$ cat src/rtl/reset_ctl_pkg.sv
package reset_ctl_pkg;
  localparam int unsigned DATA_W   = 32;
  localparam int unsigned KEY_W    = 16;
  localparam int unsigned NUM_SRC  = 7;   // pin, pll, wd0..wd3, emu
  localparam int unsigned NUM_WD   = 4;
  localparam int unsigned CFG_W    = NUM_WD + 2;
  localparam int unsigned SWRST_BIT = 16;

  localparam logic [KEY_W-1:0] KEY_UNLOCK = 16'h5A69;
  localparam logic [KEY_W-1:0] KEY_OPEN   = 16'h000C;
  localparam logic [KEY_W-1:0] KEY_SHUT   = 16'h0003;

  localparam int unsigned OFF_CAUSE = 0;
  localparam int unsigned OFF_CTRL  = 4;
  localparam int unsigned OFF_CFG   = 8;

  localparam int unsigned POS_POR = 0;

  // cause-register bit for event source index
  function automatic int unsigned src_pos(int unsigned idx);
    if (idx == 0)                 return 1;
    else if (idx == 1)            return 2;
    else if (idx < 2 + NUM_WD)    return 8 + idx - 2;
    else                          return 28;
  endfunction
endpackage

$ cat src/rtl/rcr_key_lock.sv
module rcr_key_lock
  import reset_ctl_pkg::*;
(
  input  logic             clk_i,
  input  logic             rst_ni,
  input  logic             ctrl_wr_i,
  input  logic             cfg_wr_i,
  input  logic [KEY_W-1:0] key_i,
  output logic             unlocked_o,
  output logic [KEY_W-1:0] key_o
);
  logic unlocked_q;

  always_ff @(posedge clk_i or negedge rst_ni) begin
    if (!rst_ni)                              unlocked_q <= 1'b0;
    else if (ctrl_wr_i && key_i == KEY_UNLOCK) unlocked_q <= 1'b1;
    else if (ctrl_wr_i || cfg_wr_i)           unlocked_q <= 1'b0;
  end

  assign unlocked_o = unlocked_q;
  assign key_o      = unlocked_q ? KEY_OPEN : KEY_SHUT;
endmodule

$ cat src/rtl/rcr_cause_capture.sv
module rcr_cause_capture
  import reset_ctl_pkg::*;
(
  input  logic               clk_i,
  input  logic               rst_ni,
  input  logic [NUM_SRC-1:0] evt_i,
  output logic [DATA_W-1:0]  cause_o
);
  logic [DATA_W-1:0] cause_q, pick;

  // lowest index wins: scan from the top, later hits override
  always_comb begin
    pick = '0;
    for (int k = NUM_SRC - 1; k >= 0; k--)
      if (evt_i[k]) pick = DATA_W'(1) << src_pos(k);
  end

  always_ff @(posedge clk_i or negedge rst_ni) begin
    if (!rst_ni)    cause_q <= DATA_W'(1) << POS_POR;
    else if (|evt_i) cause_q <= pick;
  end

  assign cause_o = cause_q;
endmodule

$ cat src/rtl/rcr_swrst.sv
module rcr_swrst
  import reset_ctl_pkg::*;
(
  input  logic             clk_i,
  input  logic             rst_ni,
  input  logic             ctrl_wr_i,
  input  logic             unlocked_i,
  input  logic [KEY_W-1:0] key_i,
  input  logic             bit_i,
  output logic             bit_o
);
  logic bit_q, fire;

  // an unlocking write never touches the bit
  assign fire = ctrl_wr_i && unlocked_i && key_i != KEY_UNLOCK && !bit_i;

  always_ff @(posedge clk_i or negedge rst_ni) begin
    if (!rst_ni) bit_q <= 1'b1;
    else         bit_q <= !fire;
  end

  assign bit_o = bit_q;
endmodule

$ cat src/rtl/reset_ctl_regs.sv
module reset_ctl_regs
  import reset_ctl_pkg::*;
#(
  parameter int unsigned ADDR_W = 4
) (
  input  logic               clk_i,
  input  logic               rst_ni,
  input  logic               wr_en_i,
  input  logic [ADDR_W-1:0]  addr_i,
  input  logic [DATA_W-1:0]  wdata_i,
  output logic [DATA_W-1:0]  rdata_o,
  input  logic [NUM_SRC-1:0] src_evt_i,
  output logic               sw_rst_req_o,
  output logic [CFG_W-1:0]   soft_sel_o
);
  localparam logic [ADDR_W-1:0] A_CAUSE = ADDR_W'(OFF_CAUSE);
  localparam logic [ADDR_W-1:0] A_CTRL  = ADDR_W'(OFF_CTRL);
  localparam logic [ADDR_W-1:0] A_CFG   = ADDR_W'(OFF_CFG);

  logic              wr_ctrl, wr_cfg, unlocked, swrst_bit;
  logic [KEY_W-1:0]  key_rd;
  logic [DATA_W-1:0] cause_q;
  logic [CFG_W-1:0]  cfg_q;

  assign wr_ctrl = wr_en_i && addr_i == A_CTRL;
  assign wr_cfg  = wr_en_i && addr_i == A_CFG;

  rcr_key_lock u_lock (
    .clk_i, .rst_ni,
    .ctrl_wr_i  (wr_ctrl),
    .cfg_wr_i   (wr_cfg),
    .key_i      (wdata_i[KEY_W-1:0]),
    .unlocked_o (unlocked),
    .key_o      (key_rd)
  );

  rcr_swrst u_swrst (
    .clk_i, .rst_ni,
    .ctrl_wr_i  (wr_ctrl),
    .unlocked_i (unlocked),
    .key_i      (wdata_i[KEY_W-1:0]),
    .bit_i      (wdata_i[SWRST_BIT]),
    .bit_o      (swrst_bit)
  );

  rcr_cause_capture u_cause (
    .clk_i, .rst_ni,
    .evt_i   (src_evt_i),
    .cause_o (cause_q)
  );

  always_ff @(posedge clk_i or negedge rst_ni) begin
    if (!rst_ni)                 cfg_q <= '0;
    else if (wr_cfg && unlocked) cfg_q <= wdata_i[CFG_W-1:0];
  end

  always_comb begin
    rdata_o = '0;
    unique case (addr_i)
      A_CAUSE: rdata_o = cause_q;
      A_CTRL: begin
        rdata_o[KEY_W-1:0] = key_rd;
        rdata_o[SWRST_BIT] = swrst_bit;
      end
      A_CFG:   rdata_o[CFG_W-1:0] = cfg_q;
      default: rdata_o = '0;
    endcase
  end

  assign sw_rst_req_o = !swrst_bit;
  assign soft_sel_o   = cfg_q;
endmodule

$ cat config.mk
export PLATFORM = sky130hd
export DESIGN_NAME = reset_ctl_regs
export DESIGN_NICKNAME = d
export VERILOG_FILES = /design/src/rtl/reset_ctl_pkg.sv /design/src/rtl/rcr_key_lock.sv /design/src/rtl/rcr_cause_capture.sv /design/src/rtl/rcr_swrst.sv /design/src/rtl/reset_ctl_regs.sv
export SDC_FILE = /design/constraint.sdc
export NUM_CORES = 1
export LEC_CHECK = 0
export ABC_AREA = 1
export BUFFER_PORTS_ARGS = -buffer_cell sky130_fd_sc_hd__buf_2
export CORE_AREA = 2 2 59 61
export DETAILED_ROUTE_END_ITERATION = 6
export DIE_AREA = 0 0 61 63
export PLACE_DENSITY = 0.73
export SKIP_CTS_REPAIR_TIMING = 1
export SYNTH_ARGS = -nofsm -noshare
export SYNTH_HDL_FRONTEND = slang
export SYNTH_SLANG_ARGS = --single-unit
$ cat constraint.sdc
create_clock -name clk_i -period 0.8 [get_ports clk_i]
set_input_delay 0.04 -clock clk_i [delete_from_list [all_inputs] [get_ports clk_i]]
set_output_delay 0.04 -clock clk_i [all_outputs]
set_load 0.02 [all_outputs]
==> results of run 1 <==
[final timing paths]
kind                                                start  cells after the start                        endpoint  slack (ns)
max in group asynchronous                          rst_ni                      2  u_cause.cause_o[0]$_DFFE_PN1P_        0.30
min in group asynchronous                          rst_ni                      2       soft_sel_o[4]$_DFFE_PN0P_        0.19
min reg2reg                u_cause.cause_o[2]$_DFFE_PN0P_                      2  u_cause.cause_o[2]$_DFFE_PN0P_        0.48
min                                            wdata_i[2]                      3       soft_sel_o[2]$_DFFE_PN0P_       -0.02
max reg2reg                 u_lock.unlocked_o$_DFFE_PN0P_                      4       soft_sel_o[1]$_DFFE_PN0P_       -0.15
max                         u_lock.unlocked_o$_DFFE_PN0P_                      3                      rdata_o[2]       -0.34
[per-stage QoR]
stage / setup WS, ns / instances / instance area (um^2)
CTS: -0.4174 / 266 / 1421
global placement: -0.1579 / 262 / 1385
floorplan: -0.04547 / 180 / 1180
finish: -0.3360 / 281 / 1705
detailed placement: -0.1927 / 262 / 1385
global route: -0.3916 / 281 / 1705
[cells by family (layout without fill, tap and decap cells)]
kind of cell	Yosys count	count (layout)	share of synthesized area [%]
simple gates	92	92	37.10
buf+inv	48	103	23.62
flops	16	16	37.10
compound gates	4	4	1.843
other cells	1	20	0.3453
[state kept, by name, indices dropped and copies added, names as in the netlist]
signal,flops
u_lock.unlocked_o,1
u_cause.cause_o,8
u_swrst.bit_o,1
soft_sel_o,6
[worst max-delay path, cell delays in order (launching register included)]
cell and delay [ns]:
dfrtp_2 0.46, nand2_2 0.11, nand3_2 0.09, buf_6 0.14
[where the power goes]
group          switching (mW)  internal, mW  leakage [nW]  total (mW)
Combinational           0.219         0.137         0.719       0.357
Sequential            0.00481         0.819         0.210       0.824
Clock                   0.278         0.277        0.0210       0.555
[routing by layer]
layer	track usage (%)	wire length (um)	up-vias	share of wire, %
met4	6.522	54	0	2.0
met3	2.070	117	4	4.4
li1	-	-	585	-
met1	17.74	1150	525	43
met5	0	0	-	0
met2	20.83	1349	38	50
[cell usage in the layout (no fill, tap or decap)]
| cell type | Yosys | final |
|---|---|---|
| nand2_1 | 48 | 44 |
| buf_2 | 1 | 33 |
| inv_1 | 27 | 22 |
| conb_1 | 1 | 20 |
| nor2_1 | 23 | 16 |
| buf_6 | 0 | 15 |
| buf_4 | 20 | 15 |
| dfrtp_1 | 14 | 13 |
| nand3_1 | 14 | 9 |
| dlygate4sd3_1 | 0 | 9 |
| nand3_2 | 2 | 7 |
| nor2_2 | 1 | 6 |
| inv_2 | 0 | 5 |
| nor2_4 | 2 | 4 |
| nand2_2 | 0 | 4 |
| clkbuf_4 | 0 | 3 |
| a21oi_1 | 2 | 2 |
| dfstp_2 | 2 | 2 |
| nor3_2 | 1 | 1 |
| o21ai_1 | 0 | 1 |
| nor3b_2 | 0 | 1 |
| o21ai_2 | 0 | 1 |
| clkbuf_8 | 0 | 1 |
| dfrtp_2 | 0 | 1 |
[final cells by class]
cell class | instances | area (um^2)
Inverter | 27 | 101.3
Clock buffer | 4 | 36.28
Multi-Input combinational cell | 116 | 569.3
Timing Repair Buffer | 72 | 536.8
Sequential cell | 16 | 404.1
Fill cell | 323 | 1526
Tap cell | 46 | 57.56
==> flow_summary.yaml, run 1 <==
sta:
  finalMaxSlewViolations: 0
  min_period_ns: 1.136
  fmax_mhz: 880.3
  setup_viol: 26
  finalClockSkew_ns: 0.003166
  rsz0062_at_grt: "true"
  holdWs_ns: -0.01635
  hold_viol: 2
  fin_crit_sh_pct: 142.0
  finalSetupTns_ns: -4.545
  worst_slack_ns: -0.3360
route:
  ant_nets: 0
  drt_wl_total_um: 2672
  dr_total_vias: 1152
  drt-initial-drc-count: 25
  firstDrtPassIters: 4
  wl_per_cell_um: 9.509
  routed_via_density: 4.100
  drc: 0
finish:
  syn_to_final_growth_pct: 57.03
  finalNetCount: 282
  drive_gt1_share_pct: 42.13
  num_antenna_cells: 0
  fin_util_pct: 52.77
clock_tree:
  cts-htree-levels: 1
  clk_pin_slew_ns: 0.10
  cts.sinks: 16
  cts_tree: "done"
  clk-insertion-delay-late_ns: 0.29
  cts_root_buf: "clkbuf_4"
  clk_path_buf_depth: 2
  cts-buffers-inserted: 3
floorplanning:
  rows: 21
  start_util_pct: 33.60
  die_h_um: 63
  dieArea_um2: 3843
  die_w_um: 61
  core-area_um2: 3232
  io_pins: 85
global_routing:
  gr-usage-all-layers_pct: 13.42
  grt_pass1_wl_um: 3981
  antenna_found_initial: 0
  grt_start_max_net_pins: 17
  overflow: 0
  grt_pass1_vias: 987
yosys:
  synth_common_cells: "48 x nand2_1, 27 x inv_1, 23 x nor2_1"
  synth_area_um2: 1086
  netlist.area_leader.share_pct: 32.26
  post-synth-top-count-cell: "nand2_1"
  netlist-cell-type-count: 16
  synth_warnings: 0
  ys_seq_elements: 16
  synth_seq_area_share_pct: 37.10
  syn_avg_cell_area_um2: 6.746
  synth_area_leaders: "dfrtp_1 32%, nand2_1 17%, buf_4 14%"
  synth-main-ff-cell: "dfrtp_1"
  synth_top_area_cell: "dfrtp_1"
  netlist_instances: 161
  synth_edf_count: 0
  synthArstFlopShare_pct: 100.0
outcome:
  violations: "hold timing, setup timing"
  status: "finished, violations left"
placement:
  place_hpwl_um: 1906
  portBuffers: 49
  gp_congestion: 0.8527
worst_hold_path:
  hold_class: "in -> reg"
power:
  ir_worst_vdd_mv: 0.6737
  p_leak_nw: 0.9509
  finalPower_mw: 1.736
  p_per_area_nw_per_um2: 1018
setup_path:
  required_ns: 0.76
  cp-start-kind: "flop"
  worstPathMaxFanout: 5
  endpoint_kind: "output port"
  crit_type: "reg -> out"
  critPathArrivalTime_ns: 1.10
job:
  maxCapViolCount: 0
(Power assumes the default switching activity.)
==> run 2, diff against run 1 <==
--- a/config.mk
+++ b/config.mk
@@ -10,7 +10,9 @@
 export CORE_AREA = 2 2 59 61
 export DETAILED_ROUTE_END_ITERATION = 6
 export DIE_AREA = 0 0 61 63
+export GPL_ROUTABILITY_DRIVEN = 0
 export PLACE_DENSITY = 0.73
+export RECOVER_POWER = 25
 export SKIP_CTS_REPAIR_TIMING = 1
 export SYNTH_ARGS = -nofsm -noshare
 export SYNTH_HDL_FRONTEND = slang
==> run 2 against run 1 <==
Setup slack stayed put. Routed wire length stayed put. Worst hold slack stayed put. Largest power group unchanged. Utilization stayed put. Register-to-register slack hardly changed. Sequential power hardly changed. The flow still finishes with violations (hold timing, setup timing). Combinational power hardly changed. Count of clock-buffer cells in the layout stayed put. Clock skew stayed put.
==> flow_summary.yaml, run 2 (synthesized netlist as in run 1, its figures left out) <==
finish:
  regArea_um2: 404.1
  syn_to_final_growth_pct: 57.03
  finalNetCount: 282
  num_antenna_cells: 0
  fin_util_pct: 52.77
  largest_reg_flops: 8
  fillers: 323
  final_common_cell: "nand2_1"
  design_area_um2: 1705
  multiInputGateArea_um2: 569.3
  layout_common_cells: "44 x nand2_1, 32 x buf_2, 22 x inv_1, 20 x conb_1, 16 x nor2_1"
  drive_gt1_share_pct: 42.13
sta:
  worst_slack_ns: -0.3360
  finalClockSkew_ns: 0.003166
  hold_viol: 2
  finalMaxSlewViolations: 0
  holdWs_ns: -0.01635
  rsz0062_at_grt: "true"
  min_period_ns: 1.136
  fin_crit_sh_pct: 142.0
  setup_viol: 26
  fmax_mhz: 880.3
  finalSetupTns_ns: -4.545
setup_path:
  endpoint_kind: "output port"
  critPathArrivalTime_ns: 1.10
  rr_startpoint: "u_lock.unlocked_o$_DFFE_PN0P_"
  required_ns: 0.76
  reg2reg_to: "soft_sel_o[1]$_DFFE_PN0P_"
  critical-path-max-stage-delay_ns: 0.46
  crit_type: "reg -> out"
  crit_path_top_delay_cell: "dfrtp_2"
  worstPathMaxFanout: 5
  r2r_slack_ns: -0.15
  worstPathCellList: "nand2_2, nand3_2, buf_6"
  reg2reg_depth: 4
  cp-start-kind: "flop"
route:
  routed_via_density: 4.100
  ant_nets: 0
  drt-initial-drc-count: 25
  drt_wl_total_um: 2672
  wl_per_cell_um: 9.509
  firstDrtPassIters: 4
  dr_total_vias: 1152
  drc: 0
placement:
  place_area_um2: 1385
  portBuffers: 49
  place_hpwl_um: 1906
  place_ws_ns: -0.1927
clock_tree:
  clk-insertion-delay-late_ns: 0.29
  cts-htree-levels: 1
  clk_pin_slew_ns: 0.10
  clk_path_buf_depth: 2
  cts-buffers-inserted: 3
  cts_root_buf: "clkbuf_4"
  cts.sinks: 16
  cts_tree: "done"
outcome:
  status: "finished, violations left"
  violations: "hold timing, setup timing"
power:
  p_leak_nw: 0.9511
  finalPower_mw: 1.736
  ir_worst_vdd_mv: 0.6737
  p_per_area_nw_per_um2: 1018
global_routing:
  overflow: 0
  grt_pass1_wl_um: 3981
  antenna_found_initial: 0
  grt_start_max_net_pins: 17
  grt_pass1_vias: 987
  gr-usage-all-layers_pct: 13.42
floorplanning:
  die_w_um: 61
  io_pins: 85
  die_h_um: 63
  dieArea_um2: 3843
  rows: 21
  core-area_um2: 3232
  start_util_pct: 33.60
worst_hold_path:
  hold-path-endpoint: "soft_sel_o[2]$_DFFE_PN0P_"
  hold_depth: 3
  min_from: "wdata_i[2]"
  hold_class: "in -> reg"
job:
  maxCapViolCount: 0
-- run 2: changes by cell type in the layout (fill, tap and decap cells not counted), sizes merged --
cell and delta:
buf -1, clkbuf +1
-- run 2: area by class of cell --
class | instances | share of cell area, %
well taps | 46 | 3.375
clock buffers | 4 | 2.128
flip-flops and latches | 16 | 23.70
repair buffers | 72 | 31.47
multi-input cells | 116 | 33.38
inverters | 27 | 5.943
-- run 2: worst max path at each step --
| stage | startpoint | to | cells after the start |
|---|---|---|---|
| after global routing | u_lock.unlocked_o$_DFFE_PN0P_ | rdata_o[2] | 3 |
| after global placement | addr_i[1] | soft_sel_o[2]$_DFFE_PN0P_ | 6 |
| after detailed placement | addr_i[1] | soft_sel_o[0]$_DFFE_PN0P_ | 6 |
| final | u_lock.unlocked_o$_DFFE_PN0P_ | rdata_o[2] | 3 |
| after CTS | u_lock.unlocked_o$_DFFE_PN0P_ | rdata_o[1] | 4 |
| after floorplan | u_lock.unlocked_o$_DFFE_PN0P_ | rdata_o[0] | 4 |
-- run 2: power breakdown --
part | total, mW | leakage [nW] | internal (mW) | switching (mW)
combinational | 0.357 | 0.720 | 0.137 | 0.220
clock | 0.555 | 0.0210 | 0.277 | 0.278
sequential | 0.824 | 0.210 | 0.819 | 0.00481
total | 1.74 | 0.951 | 1.23 | 0.502
-- run 2: routing by layer --
| layer | vias to the layer above | track usage, % | wire length [um] |
|---|---|---|---|
| met1 | 525 | 17.74 | 1150 |
| met5 | - | 0 | 0 |
| met3 | 4 | 2.070 | 117 |
| met4 | 0 | 6.522 | 54 |
| met2 | 38 | 20.83 | 1349 |
| li1 | 585 | - | - |
-- run 2: critical path, delay by kind of cell, from the launching register on --
| family | cells | cell delay, ns |
|---|---|---|
| buf+inv | 1 | 0.14 |
| flops | 1 | 0.46 |
| simple gates | 2 | 0.20 |
-- run 2: stage by stage --
stage	instances	hold WS, ns
6_report	281	-0.01635
5_1_grt	281	0.00005851
4_1_cts	266	-0.3510
3_5_place_dp	262	-0.02477
3_3_place_gp	262	-0.03566
2_1_floorplan	180	-0.2556
==> run 3, diff against run 2 <==
--- a/config.mk
+++ b/config.mk
@@ -7,13 +7,14 @@
 export LEC_CHECK = 0
 export ABC_AREA = 1
 export BUFFER_PORTS_ARGS = -buffer_cell sky130_fd_sc_hd__buf_2
-export CORE_AREA = 2 2 59 61
+export CORE_AREA = 2 2 67 69
 export DETAILED_ROUTE_END_ITERATION = 6
-export DIE_AREA = 0 0 61 63
+export DIE_AREA = 0 0 69 71
 export GPL_ROUTABILITY_DRIVEN = 0
-export PLACE_DENSITY = 0.73
+export PLACE_DENSITY = 0.74
 export RECOVER_POWER = 25
 export SKIP_CTS_REPAIR_TIMING = 1
 export SYNTH_ARGS = -nofsm -noshare
 export SYNTH_HDL_FRONTEND = slang
+export SYNTH_HIERARCHICAL = 1
 export SYNTH_SLANG_ARGS = --single-unit
==> run 3 against run 2 <==
The run ends with setup timing left. Final area is 29% higher. Largest cell class unchanged. Largest power group unchanged. Total power grew 12%. Final cell count rose by 36%. Fmax up 0.98%. Die area grew 27%. Clock power increased by 9.5%. Sequential power barely moved.
==> flow_summary.yaml, run 3 <==
outcome:
  status: "finished, violations left"
  violations: "setup timing"
clock_tree:
  cts-buffers-inserted: 3
  clk_pin_slew_ns: 0.06
  cts_tree: "done"
  cts_root_buf: "clkbuf_8"
  clk-insertion-delay-late_ns: 0.24
  cts.sinks: 16
  clk_path_buf_depth: 2
  cts-htree-levels: 1
power:
  p_int_mw: 1.368
  ir_worst_vdd_mv: 0.4874
  pwr-share-seq_pct: 42.4
  combPwrFrac_pct: 26.4
  p_sw_share_pct: 29.74
  clock_power_share_pct: 31.2
  p_per_area_nw_per_um2: 888.0
  p_switching_uw: 579.0
  finalPower_mw: 1.947
  p_leak_nw: 1.237
yosys:
  syn_avg_cell_area_um2: 6.180
  synthArstFlopShare_pct: 100.0
  netlist_instances: 265
  synth_warnings: 6
  synth_area_leaders: "dfrtp_1 21%, buf_4 18%, nand3_1 14%"
  post-synth-top-count-cell: "nand2_1"
  synth_top_area_cell: "dfrtp_1"
  synth_area_um2: 1638
  synth-main-ff-cell: "dfrtp_1"
  synth_seq_area_share_pct: 24.60
  synth_common_cells: "58 x nand2_1, 47 x nand3_1, 40 x buf_4"
  synth_edf_count: 0
  ys_seq_elements: 16
  netlist.area_leader.share_pct: 21.39
  netlist-cell-type-count: 24
worst_hold_path:
  hold_class: "in -> reg"
  hold-path-endpoint: "u_cause/cause_o[1]$_DFFE_PN0P_"
  hold_depth: 3
  min_from: "src_evt_i[0]"
floorplanning:
  start_util_pct: 38.96
  dieArea_um2: 4899
  core-area_um2: 4204
  die_h_um: 71
  rows: 24
  io_pins: 85
  die_w_um: 69
setup_path:
  rr_startpoint: "u_lock/unlocked_o$_DFFE_PN0P_"
  critPathArrivalTime_ns: 1.09
  required_ns: 0.76
  reg2reg_to: "soft_sel_o[3]$_DFFE_PN0P_"
  worstPathMaxFanout: 2
  r2r_slack_ns: -0.22
  reg2reg_depth: 3
  crit_type: "reg -> out"
  endpoint_kind: "output port"
  cp-start-kind: "flop"
finish:
  layout_common_cells: "56 x nand2_1, 36 x nand3_1, 36 x conb_1, 32 x nor2_1, 32 x buf_2"
  drive_gt1_share_pct: 34.74
  num_antenna_cells: 0
  largest_reg_flops: 8
  finalNetCount: 378
  regArea_um2: 404.1
  multiInputGateArea_um2: 973.4
  syn_to_final_growth_pct: 33.84
  fillers: 422
  fin_util_pct: 52.14
  final_common_cell: "nand2_1"
global_routing:
  grt_pass1_vias: 1515
  overflow: 0
  grt_pass1_wl_um: 6244
  gr-usage-all-layers_pct: 15.12
  antenna_found_initial: 0
  grt_start_max_net_pins: 17
route:
  drt_wl_total_um: 3951
  drc: 0
  dr_total_vias: 1685
  ant_nets: 0
  firstDrtPassIters: 4
  wl_per_cell_um: 10.32
  routed_via_density: 4.399
  drt-initial-drc-count: 38
placement:
  portBuffers: 49
  place_hpwl_um: 3021
sta:
  rsz0062_at_grt: "true"
  fin_crit_sh_pct: 140.6
  fmax_mhz: 888.9
  min_period_ns: 1.125
  worst_slack_ns: -0.3250
  setup_viol: 28
  hold_viol: 0
  finalClockSkew_ns: 0.002450
  finalMaxSlewViolations: 0
job:
  maxCapViolCount: 0
run 3: changes by cell type after synthesis, sizes merged, moves of 2 or more:
cell,previous run,this run
clkbuf,0,2
nor2,26,39
nand2,48,61
nand4,0,7
buf,21,45
nand3,16,47
inv,27,38
run 3: cell families after synthesis:
group | count (synthesis) | synth area share [%]
and+or+nand+nor | 159 | 44.46
other | 2 | 0.4585
AOI/OAI and AO/OA | 3 | 1.146
DFF | 16 | 24.60
buffers and inverters | 85 | 29.34
run 3: final cells by class:
cell class | count | area share, %
Inverter | 38 | 6.507
Timing Repair Buffer | 75 | 25.63
Tap cell | 52 | 2.968
Clock buffer | 4 | 2.055
Multi-Input combinational cell | 198 | 44.41
Sequential cell | 16 | 18.44
run 3: power by group through the flow:
stage,Sequential [mW],Combinational (mW),Clock [mW]
6_report,0.825,0.513,0.608
4_1_cts,0.825,0.470,0.623
2_1_floorplan,0.838,0.393,0
3_3_place_gp,0.839,0.459,0
3_5_place_dp,0.839,0.469,0
5_1_grt,0.826,0.577,0.659
run 3: how the worst max path moves through the flow:
stage,end,from
floorplan,soft_sel_o[0]$_DFFE_PN0P_,u_lock/unlocked_o$_DFFE_PN0P_
global placement,rdata_o[1],addr_i[2]
detailed placement,rdata_o[1],addr_i[2]
CTS,rdata_o[0],u_cause/cause_o[0]$_DFFE_PN1P_
global route,rdata_o[0],u_cause/cause_o[0]$_DFFE_PN1P_
finish,rdata_o[0],u_cause/cause_o[0]$_DFFE_PN1P_
run 3: worst max-delay path, cell delays in order, from the launching register on:
cell and delay (ns):
dfstp_2 0.55, nand3_2 0.09, nand3_2 0.09, buf_6 0.11
run 3: metrics by stage:
stage	instances	setup WS, ns	hold slack [ns]	setup TNS, ns	instance area, um^2
floorplan	299	-0.07178	-0.2556	-0.5900	1818
global placement	368	-0.1632	-0.03206	-2.329	1901
detailed placement	368	-0.1946	-0.03197	-2.650	1901
CTS	372	-0.3633	-0.2945	-4.320	1946
global route	383	-0.3563	0.03825	-5.485	2192
finish	383	-0.3250	0.02129	-4.625	2192
run 3: routing by layer:
metal | global-route usage, % | vias to the layer above | share of wire (%)
met4 | 3.922 | 0 | 1.7
met2 | 28.95 | 54 | 52
met1 | 18.05 | 746 | 41
met3 | 1.425 | 6 | 5.2
li1 | - | 879 | -
met5 | 0 | - | 0
